===== config.mk =====
export PLATFORM = sky130hd
export DESIGN_NAME = delay_dram_ctrl
export DESIGN_NICKNAME = d
export VERILOG_FILES = /design/src/rtl/dlc_pkg.sv /design/src/rtl/dlc_ring_ptr.sv /design/src/rtl/dlc_refresh_timer.sv /design/src/rtl/dlc_seq.sv /design/src/rtl/delay_dram_ctrl.sv
export SDC_FILE = /design/constraint.sdc
export NUM_CORES = 1
export LEC_CHECK = 0
export BUFFER_PORTS_ARGS = -buffer_cell sky130_fd_sc_hd__buf_2
export CORE_MARGIN = 5
export CORE_UTILIZATION = 60
export CTS_BUF_LIST = sky130_fd_sc_hd__clkbuf_8
export DETAILED_ROUTE_END_ITERATION = 10
export HOLD_SLACK_MARGIN = 0.05
export PLACE_DENSITY = 0.88
export SLEW_MARGIN = 10
export SYNTH_ARGS = -nofsm -noshare
export SYNTH_HDL_FRONTEND = slang
export SYNTH_SLANG_ARGS = --single-unit
export TNS_END_PERCENT = 100

===== constraint.sdc =====
create_clock -name clk -period 9.9 [get_ports clk]
set_clock_uncertainty 0.1 [all_clocks]
set_input_delay 1.98 -clock clk [delete_from_list [all_inputs] [get_ports clk]]
set_output_delay 1.98 -clock clk [all_outputs]
set_load 0.05 [all_outputs]

===== src/rtl/dlc_pkg.sv =====
package dlc_pkg;

    localparam int NIB_W = 4;

    typedef enum logic [3:0] {
        S_IDLE,
        S_ROW,
        S_RAS,
        S_COL,
        S_CAS,
        S_PAGE,
        S_PRE,
        S_RF_CAS,
        S_RF_RAS,
        S_RF_END
    } seq_state_e;

    typedef struct packed {
        logic             write;
        logic [NIB_W-1:0] data;
    } op_t;

    function automatic logic in_access(seq_state_e s);
        return (s == S_RAS) || (s == S_COL) || (s == S_CAS) || (s == S_PAGE);
    endfunction

    function automatic logic strobe_phase(seq_state_e s);
        return (s == S_COL) || (s == S_CAS);
    endfunction

endpackage


===== src/rtl/dlc_ring_ptr.sv =====
module dlc_ring_ptr #(
    parameter int AW = 17
) (
    input  logic          clk,
    input  logic          rst,
    input  logic          frame_tick,
    input  logic [AW-1:0] offset,
    output logic [AW-1:0] wptr,
    output logic [AW-1:0] ring_addr
);

    always_ff @(posedge clk) begin
        if (rst)
            wptr <= '0;
        else if (frame_tick)
            wptr <= wptr + AW'(1);
    end

    assign ring_addr = wptr - offset;

    AST_PTR_STEP: assert property (@(posedge clk) disable iff (rst)
        frame_tick |=> (wptr == $past(wptr) + AW'(1)));
    AST_PTR_HOLD: assert property (@(posedge clk) disable iff (rst)
        !frame_tick |=> $stable(wptr));

endmodule


===== src/rtl/dlc_refresh_timer.sv =====
module dlc_refresh_timer #(
    parameter int INTERVAL = 390
) (
    input  logic clk,
    input  logic rst,
    input  logic ack,
    output logic due
);

    localparam int CW = (INTERVAL < 2) ? 1 : $clog2(INTERVAL);
    localparam logic [CW-1:0] LAST = CW'(INTERVAL - 1);

    logic [CW-1:0] cnt;

    always_ff @(posedge clk) begin
        if (rst) begin
            cnt <= '0;
            due <= 1'b0;
        end else begin
            cnt <= (cnt == LAST) ? '0 : cnt + CW'(1);
            if (ack)
                due <= 1'b0;
            else if (cnt == LAST)
                due <= 1'b1;
        end
    end

    AST_DUE_PERSISTS: assert property (@(posedge clk) disable iff (rst)
        (due && !ack) |=> due);

endmodule


===== src/rtl/dlc_seq.sv =====
module dlc_seq
    import dlc_pkg::*;
#(
    parameter int ROW_W = 8,
    parameter int COL_W = 8,
    parameter int NDEV  = 2,
    parameter int BUS_W = 9,
    parameter int AW    = ROW_W + COL_W + ((NDEV == 2) ? 1 : 0)
) (
    input  logic             clk,
    input  logic             rst,
    input  logic             req_valid,
    input  logic             req_write,
    input  logic [NIB_W-1:0] req_wdata,
    input  logic [AW-1:0]    req_addr,
    output logic             req_ready,
    input  logic             ref_due,
    output logic             ref_ack,
    output logic [BUS_W-1:0] dram_addr,
    output logic [NDEV-1:0]  ras_n,
    output logic             cas_n,
    output logic             rd_n,
    output logic             wr_n,
    output logic [NIB_W-1:0] dq_out,
    output logic             dq_oe,
    input  logic [NIB_W-1:0] dq_in,
    output logic [NIB_W-1:0] rdata,
    output logic             rdata_valid
);

    seq_state_e state, nxt;
    op_t        cur_op;
    logic [ROW_W-1:0] cur_row, in_row;
    logic [COL_W-1:0] cur_col, in_col;
    logic             cur_bank, in_bank;
    logic             hit, accept;

    assign in_col = req_addr[COL_W-1:0];
    assign in_row = req_addr[COL_W +: ROW_W];

    generate
        if (NDEV == 2) begin : g_two_dev
            assign in_bank = req_addr[AW-1];
        end else begin : g_one_dev
            assign in_bank = 1'b0;
        end
    endgenerate

    assign hit       = (in_bank == cur_bank) && (in_row == cur_row);
    assign req_ready = !ref_due && ((state == S_IDLE) || ((state == S_PAGE) && hit));
    assign accept    = req_valid && req_ready;
    assign ref_ack   = (state == S_IDLE) && ref_due;

    always_comb begin
        nxt = state;
        unique case (state)
            S_IDLE:   if (ref_due) nxt = S_RF_CAS;
                      else if (accept) nxt = S_ROW;
            S_ROW:    nxt = S_RAS;
            S_RAS:    nxt = S_COL;
            S_COL:    nxt = S_CAS;
            S_CAS:    nxt = S_PAGE;
            S_PAGE:   nxt = accept ? S_COL : S_PRE;
            S_PRE:    nxt = S_IDLE;
            S_RF_CAS: nxt = S_RF_RAS;
            S_RF_RAS: nxt = S_RF_END;
            S_RF_END: nxt = S_IDLE;
            default:  nxt = S_IDLE;
        endcase
    end

    always_ff @(posedge clk) begin
        if (rst) begin
            state       <= S_IDLE;
            cur_op      <= '0;
            cur_row     <= '0;
            cur_col     <= '0;
            cur_bank    <= 1'b0;
            rdata       <= '0;
            rdata_valid <= 1'b0;
        end else begin
            state <= nxt;
            if (accept) begin
                cur_op   <= '{write: req_write, data: req_wdata};
                cur_row  <= in_row;
                cur_col  <= in_col;
                cur_bank <= in_bank;
            end
            rdata_valid <= (state == S_CAS) && !cur_op.write;
            if ((state == S_CAS) && !cur_op.write)
                rdata <= dq_in;
        end
    end

    always_comb begin
        dram_addr = '0;
        if ((state == S_ROW) || (state == S_RAS))
            dram_addr = BUS_W'(cur_row);
        else if ((state == S_COL) || (state == S_CAS) || (state == S_PAGE))
            dram_addr = BUS_W'(cur_col);
    end

    generate
        for (genvar d = 0; d < NDEV; d++) begin : g_ras
            assign ras_n[d] = !((in_access(state) && (cur_bank == 1'(d))) || (state == S_RF_RAS));
        end
    endgenerate

    assign cas_n  = !((state == S_CAS) || (state == S_RF_CAS) || (state == S_RF_RAS));
    assign rd_n   = !(strobe_phase(state) && !cur_op.write);
    assign wr_n   = !(strobe_phase(state) && cur_op.write);
    assign dq_out = cur_op.data;
    assign dq_oe  = strobe_phase(state) && cur_op.write;

    logic any_ras_low;
    assign any_ras_low = ~&ras_n;

    AST_ROW_SETUP: assert property (@(posedge clk) disable iff (rst)
        ($rose(any_ras_low) && cas_n) |-> $stable(dram_addr));
    AST_COL_SETUP: assert property (@(posedge clk) disable iff (rst)
        ($fell(cas_n) && any_ras_low) |-> $stable(dram_addr));
    AST_SINGLE_DEV: assert property (@(posedge clk) disable iff (rst)
        (state != S_RF_RAS) |-> ($countones(~ras_n) <= 1));
    AST_STROBE_EXCL: assert property (@(posedge clk) disable iff (rst)
        (!rd_n || !wr_n) |-> ((rd_n != wr_n) && any_ras_low));
    AST_READ_RETURN: assert property (@(posedge clk) disable iff (rst)
        rdata_valid |-> $past(!cas_n && !rd_n));
    AST_CBR_ORDER: assert property (@(posedge clk) disable iff (rst)
        ($rose(any_ras_low) && !cas_n) |-> ((ras_n == '0) && rd_n && wr_n));

endmodule


===== src/rtl/delay_dram_ctrl.sv =====
module delay_dram_ctrl
    import dlc_pkg::*;
#(
    parameter int ROW_W        = 8,
    parameter int COL_W        = 8,
    parameter int NDEV         = 2,
    parameter int BUS_W        = 9,
    parameter int REF_INTERVAL = 390,
    parameter int AW           = ROW_W + COL_W + ((NDEV == 2) ? 1 : 0)
) (
    input  logic             clk,
    input  logic             rst,
    input  logic             frame_tick,
    input  logic             req_valid,
    input  logic             req_write,
    input  logic [AW-1:0]    req_offset,
    input  logic [3:0]       req_wdata,
    output logic             req_ready,
    output logic [3:0]       rdata,
    output logic             rdata_valid,
    output logic [BUS_W-1:0] dram_addr,
    output logic [NDEV-1:0]  ras_n,
    output logic             cas_n,
    output logic             rd_n,
    output logic             wr_n,
    output logic [3:0]       dq_out,
    output logic             dq_oe,
    input  logic [3:0]       dq_in
);

    logic [AW-1:0] wptr, ring_addr;
    logic          ref_due, ref_ack;

    dlc_ring_ptr #(.AW(AW)) i_ring (
        .clk       (clk),
        .rst       (rst),
        .frame_tick(frame_tick),
        .offset    (req_offset),
        .wptr      (wptr),
        .ring_addr (ring_addr)
    );

    dlc_refresh_timer #(.INTERVAL(REF_INTERVAL)) i_refresh (
        .clk(clk),
        .rst(rst),
        .ack(ref_ack),
        .due(ref_due)
    );

    dlc_seq #(
        .ROW_W(ROW_W), .COL_W(COL_W), .NDEV(NDEV), .BUS_W(BUS_W), .AW(AW)
    ) i_seq (
        .clk        (clk),
        .rst        (rst),
        .req_valid  (req_valid),
        .req_write  (req_write),
        .req_wdata  (req_wdata),
        .req_addr   (ring_addr),
        .req_ready  (req_ready),
        .ref_due    (ref_due),
        .ref_ack    (ref_ack),
        .dram_addr  (dram_addr),
        .ras_n      (ras_n),
        .cas_n      (cas_n),
        .rd_n       (rd_n),
        .wr_n       (wr_n),
        .dq_out     (dq_out),
        .dq_oe      (dq_oe),
        .dq_in      (dq_in),
        .rdata      (rdata),
        .rdata_valid(rdata_valid)
    );

    AST_RESET_WPTR: assert property (@(posedge clk)
        $past(rst) |-> (wptr == '0));

endmodule


Word level (Yosys, flattened, before mapping)

Cells that the tools add are included.

Output and inout port bits: 25
Flip-flop bits (word level): 58
Input port bits: 30
Logic and storage cells: 63

Mux-type cells: 6
Equality and inequality tests: 11
Add/subtract/negate cells: 3
Reduce and logical (&&, ||, !) cells: 31
Bitwise operators: 1

Operators with widths:

| kind                                           | count |
|---|---|
| case mux 4 bit (8 select lines)                | 1 |
| adder 17 x 1 -> 17 bit (second input constant) | 1 |
| subtractor 17 bit                              | 1 |
| == test 4 x 3 -> 1 bit (second input constant) | 3 |
| logical OR 1 bit                               | 11 |
| logical AND 1 bit                              | 10 |
| adder 9 x 1 -> 9 bit (second input constant)   | 1 |
| == test 9 bit (second input constant)          | 1 |
| two-way mux 9 bit                              | 1 |
| == test 4 x 2 -> 1 bit (second input constant) | 2 |
| == test 8 bit                                  | 1 |
| two-way mux 4 bit                              | 2 |
| two-way mux 8 bit                              | 1 |
| logical NOT 1 bit                              | 7 |
| == test 4 x 1 -> 1 bit (second input constant) | 1 |
| == test 4 bit (second input constant)          | 1 |
| logical NOT 4 bit                              | 1 |
| OR reduction 2 bit                             | 2 |
| two-way mux 3 bit                              | 1 |
| != test 3 x 2 -> 1 bit (second input constant) | 1 |
| == test 1 bit                                  | 1 |
| inverter 1 bit                                 | 1 |

Longest topological paths before layout

Depth in word-level cells: 10
Gate-level depth with buffers: 14
Mapped depth without buffers: 12

Hierarchy

Synthesis repeated with hierarchy kept, for this count alone.

Cells, all modules: 447
Area total of the unflattened synthesis: 3763.6 µm²

Modules (own cells, without submodules):

| module            | seq. area each (µm²) | area each (µm²) | instances | cells an instance |
|---|---|---|---|---|
| dlc_seq           | 620.6                | 1829.3          | 1         | 208 |
| dlc_ring_ptr      | 340.3                | 1490.2          | 1         | 193 |
| dlc_refresh_timer | 200.2                | 444.2           | 1         | 46 |

Worst setup path before layout

Ideal clock, no wire load.

Path kind: input-to-output
Start point: input port req_offset[12]
End point: output port req_ready
Stages: 12
Data arrival time: 4.616 ns
Slack: 3.204 ns
Data required time: 7.820 ns
Buffers on the path: 3
Cell sequence: inv_1 > ha_1 > buf_6 > a21o_1 > a211oi_2 > or4b_4 > and4_4 > nor4b_2 > and4_1 > buf_6 > buf_12 > or2_2

Cells in the longest elaborated chain, start to end: 6
Elaborated cells on any way between the ends: 7
Those cells by class: add/sub (1); eq/ne (2); reduce/logical (4)

Ends and longest elaborated chain:

| what                                           | line                  | source |
|---|---|---|
| from (decl)                                    | delay_dram_ctrl.sv:16 | `input logic [AW-1:0] req_offset,` |
| subtractor 17 bit (*)                          | dlc_ring_ptr.sv:19    | `assign ring_addr = wptr - offset;` |
| == test 8 bit or == test 1 bit (tied branches) | dlc_seq.sv:49         | `assign hit = (in_bank == cur_bank) && (in_row == cur_row);` |
| logical AND 1 bit (*)                          | dlc_seq.sv:49         |  |
| logical AND 1 bit (*)                          | dlc_seq.sv:50         | `assign req_ready = !ref_due && ((state == S_IDLE) \|\| ((state == S_PAGE) && hit));` |
| logical OR 1 bit (*)                           | dlc_seq.sv:50         |  |
| logical AND 1 bit (*)                          | dlc_seq.sv:50         |  |
| to (decl)                                      | delay_dram_ctrl.sv:18 | `output logic req_ready,` |

Mark *: on every way between the ends. The rest lies on a longest branch, timed or not.

Final worst setup path

Start point: input port req_offset[8]
End point: output port req_ready

The elaborated chain is that of the path after synthesis.

==> metrics.md <==
| Metric | Value |
|---|---|
| Status | complete, no violations |
| GRT Util Overall | 0.222 |
| WHS Endpoint | i_seq.dq_out[1] |
| # port buffers | 53 |
| Critical Path End Type | output port |
| Htree depth | 3 |
| Reg2reg start | i_ring.wptr[0] |
| Count of final setup violators | 0 |
| Family with the most delay on the worst path | simple AND/OR/NAND/NOR gates |
| Primary FF master, synth | dfxtp_1 |
| DRC violation total after the first TritonRoute iteration | 199 |
| Maxcap violations | 0 |
| Fin crit period | 7.47 ns |
| Reg2Reg Setup Slack | 6.11 ns |
| Commonest non-fill, non-tap cell in the layout | nor2_1 |
| Die Y | 93.3 um |
| Largest cells by area after synthesis | dfxtp_1, nor2_1, ha_1, xnor2_1, a21oi_1 |
| Chip Width | 93.3 um |
| Root buffer cell | clkbuf_8 |
| CTS buffer count | 9 |
| Worst min-delay path class | flip-flop to flip-flop |
| Leading area contributor after synthesis | dfxtp_1 |
| PwrDens | 130 nW/um^2 |
| Crit start category | input pin |
| Leak pwr | 1.89 nW |
| Die Footprint | 8710 um^2 |
| Setup TNS | 0 ns |
| Crit path from | req_offset[8] |
| Core area | 6790 um^2 |
| Final core occ | 0.662 |
| Layout cells sized above 1 | 0.202 |
| Hold path depth | 2 |
| Worst Path Arrival | 5.39 ns |
| Period utilisation layout | 0.755 |
| Library cells used by synthesis | 73 |
| Setup bufs post-CTS | 0 |
| Ports | 55 |
| Post-cts resize count | 0 |
| Via count | 3713 |
| ANT cells | 0 |
| Max Fclk | 134 MHz |
| Synthesis-to-layout area growth | 7.99% |
| Starting density of the core | 0.613 |
| DRC viols | 0 |
| Setup CP Type | input pin to output port |
| Final hold slack | 0.391 ns |
| Number of enable flip-flop cells after synthesis | 0 |
| Number of global-route vias before repair | 3508 |
| Hold buffers post-CTS | 0 |
| Worst Max-Slew Pin Slew | 0.996 ns |
| Peak per-stage delay on the critical path | 0.78 ns |
| Critical path data required time | 7.82 ns |
| Routed len/inst | 14.7 um |
| Maximum net fanout on the critical path | 19 |
| Worst vdd ir | 0.107 mV |
| Hold Violations, Final | 0 |
| Ys Warns | 0 |
| Worst-path clk slew | 0.07 ns |
| Num Clock Sinks | 58 |
| Rows | 30 |
| First-pass GRT wire length | 15900 um |
| Post-synth ARST share | 0 |
| Crit path cell chain | buf_2 > inv_1 > ha_1 > a21oi_1 > o21ai_0 > or4_1 > o21ai_0 > nor3_1 > nor4b_2 > and4_1 > or2_2 > buf_2 |
| Final ANT Viol Nets | 0 |
| Area share of the largest cell type after synthesis | 0.279 |
| Vias per cell | 5.80 |
| Hold_sp | i_seq.dq_out[1] |
| Worst skew pair latency | 0.34 ns |
| CTS tree | built |
| Number of instances in the placed design | 624 |
| Mapped Cells | 509 |
| Post-synthesis sequential area ratio | 0.279 |
| Routed wire length | 9400 um |
| Synth Net Count | 559 |
| Non-filler cells, final | 640 |
| GRT overflow | 0 |
| Initial antenna violation count | 0 |
| Syn Std Cell Area | 4170 um^2 |
| Max clock buf depth | 2 |
| Most frequent cells in the layout | nor2_1, dfxtp_1, buf_2 |
| Final net count | 589 |
| Slew Viols, Final | 0 |
| Synth Register Bits | 58 |
| Bufs and invs on worst path | 3 |
| Unrepaired setup endpoints after global routing | no |
| Slowest stage cell, crit path | and4_1 |
| Layout fillers | 575 |
| Initial DRT Pass Iterations | 4 |
| Largest net degree at the start of global routing | 52 |
| Slew Limit Headroom | 0.336 |
| Hpwl dp | 6980 um |
| Placer congestion estimate | 0.936 |
| FF-to-FF path depth | 12 |
| Syn Area/Cell | 8.18 um^2 |
| Reg-to-Reg End | i_seq.state[2] |
## worst register-to-register path, cell delays in order (launching register included)
cell,delay (ns)
dfxtp_1,0.40
inv_1,0.08
ha_1,0.21
fa_1,0.40
nand2b_1,0.21
a21o_1,0.21
a21oi_1,0.29
or3_1,0.17
nand4_1,0.11
nor4_2,0.35
nand4_2,0.56
nand2_1,0.42
a2111oi_0,0.11
## per-layer routing
| metal | wire length [um] | global-route usage |
|---|---|---|
| met5 | 0 | 0 |
| met4 | 214 | 0.0977 |
| met3 | 656 | 0.0442 |
| met2 | 4280 | 0.350 |
| met1 | 4250 | 0.292 |
## how the worst max path moves through the flow
stage | to | cells after the start | slack, ns
floorplan | req_ready | 12 | 3.20
global placement | req_ready | 12 | 2.61
detailed placement | req_ready | 12 | 2.49
CTS | req_ready | 12 | 2.48
global route | req_ready | 12 | 2.21
finish | req_ready | 12 | 2.43
## final cells by class
| cell class | instances | area, um^2 | area share |
|---|---|---|---|
| inverters | 25 | 93.8 | 0.0209 |
| well taps | 96 | 120 | 0.0267 |
| clock buffers | 10 | 138 | 0.0306 |
| repair buffers | 54 | 273 | 0.0606 |
| clock inverters | 6 | 41.3 | 0.00918 |
| multi-input cells | 391 | 2670 | 0.594 |
| flip-flops and latches | 58 | 1160 | 0.258 |
## registers in the layout (all words and copies together) (netlist names), 4 cells and up
name	flops
i_seq.rdata	4
i_seq.cur_row	8
i_seq.dq_out	4
i_seq.state	4
i_seq.cur_col	8
i_refresh.cnt	9
i_ring.wptr	17
## cells in the mapped netlist (all sizes together) (3+ instances only)
| cell type | instances |
|---|---|
| a211oi | 7 |
| a21o | 8 |
| a21oi | 44 |
| a22oi | 10 |
| a31oi | 4 |
| and2 | 4 |
| and3 | 5 |
| and3b | 3 |
| and4 | 4 |
| buf | 15 |
| clkbuf | 20 |
| dfxtp | 58 |
| ha | 19 |
| inv | 25 |
| mux2 | 7 |
| mux2i | 5 |
| nand2 | 25 |
| nand2b | 10 |
| nand3 | 29 |
| nand4 | 5 |
| nor2 | 73 |
| nor2b | 3 |
| nor3 | 8 |
| o211ai | 21 |
| o21a | 3 |
| o21ai | 12 |
| o21bai | 3 |
| o22ai | 3 |
| or2 | 3 |
| or3 | 3 |
| xnor2 | 23 |
| xor2 | 19 |
## per-stage QoR
step           power (mW)  cell area, um^2  worst slack [ns]
6_report            0.587             4500              2.43
2_1_floorplan       0.370             4170              3.20
4_1_cts             0.590             4500              2.48
5_1_grt             0.615             4500              2.21
3_5_place_dp        0.393             4320              2.49
3_3_place_gp        0.389             4320              2.61
## report_power, final
part	switching (mW)	total (mW)	internal, mW
clock network	0.0994	0.197	0.0972
logic	0.0805	0.129	0.0487
registers	0.0161	0.261	0.245
total	0.196	0.587	0.391
## logic make-up (layout without fill, tap and decap cells)
kind of cell | Yosys count | after routing | share of synthesized area
AO/OA/AOI/OAI | 130 | 130 | 0.229
XOR/XNOR | 43 | 43 | 0.0937
adder cells (fa/ha/maj) | 21 | 21 | 0.0643
buffers and inverters | 60 | 95 | 0.0799
flip-flops | 58 | 58 | 0.279
multiplexers | 12 | 12 | 0.0309
other | 1 | 1 | 0.000900
AND/OR/NAND/NOR | 184 | 184 | 0.223
Note: power is estimated with default switching activity, not from simulation.
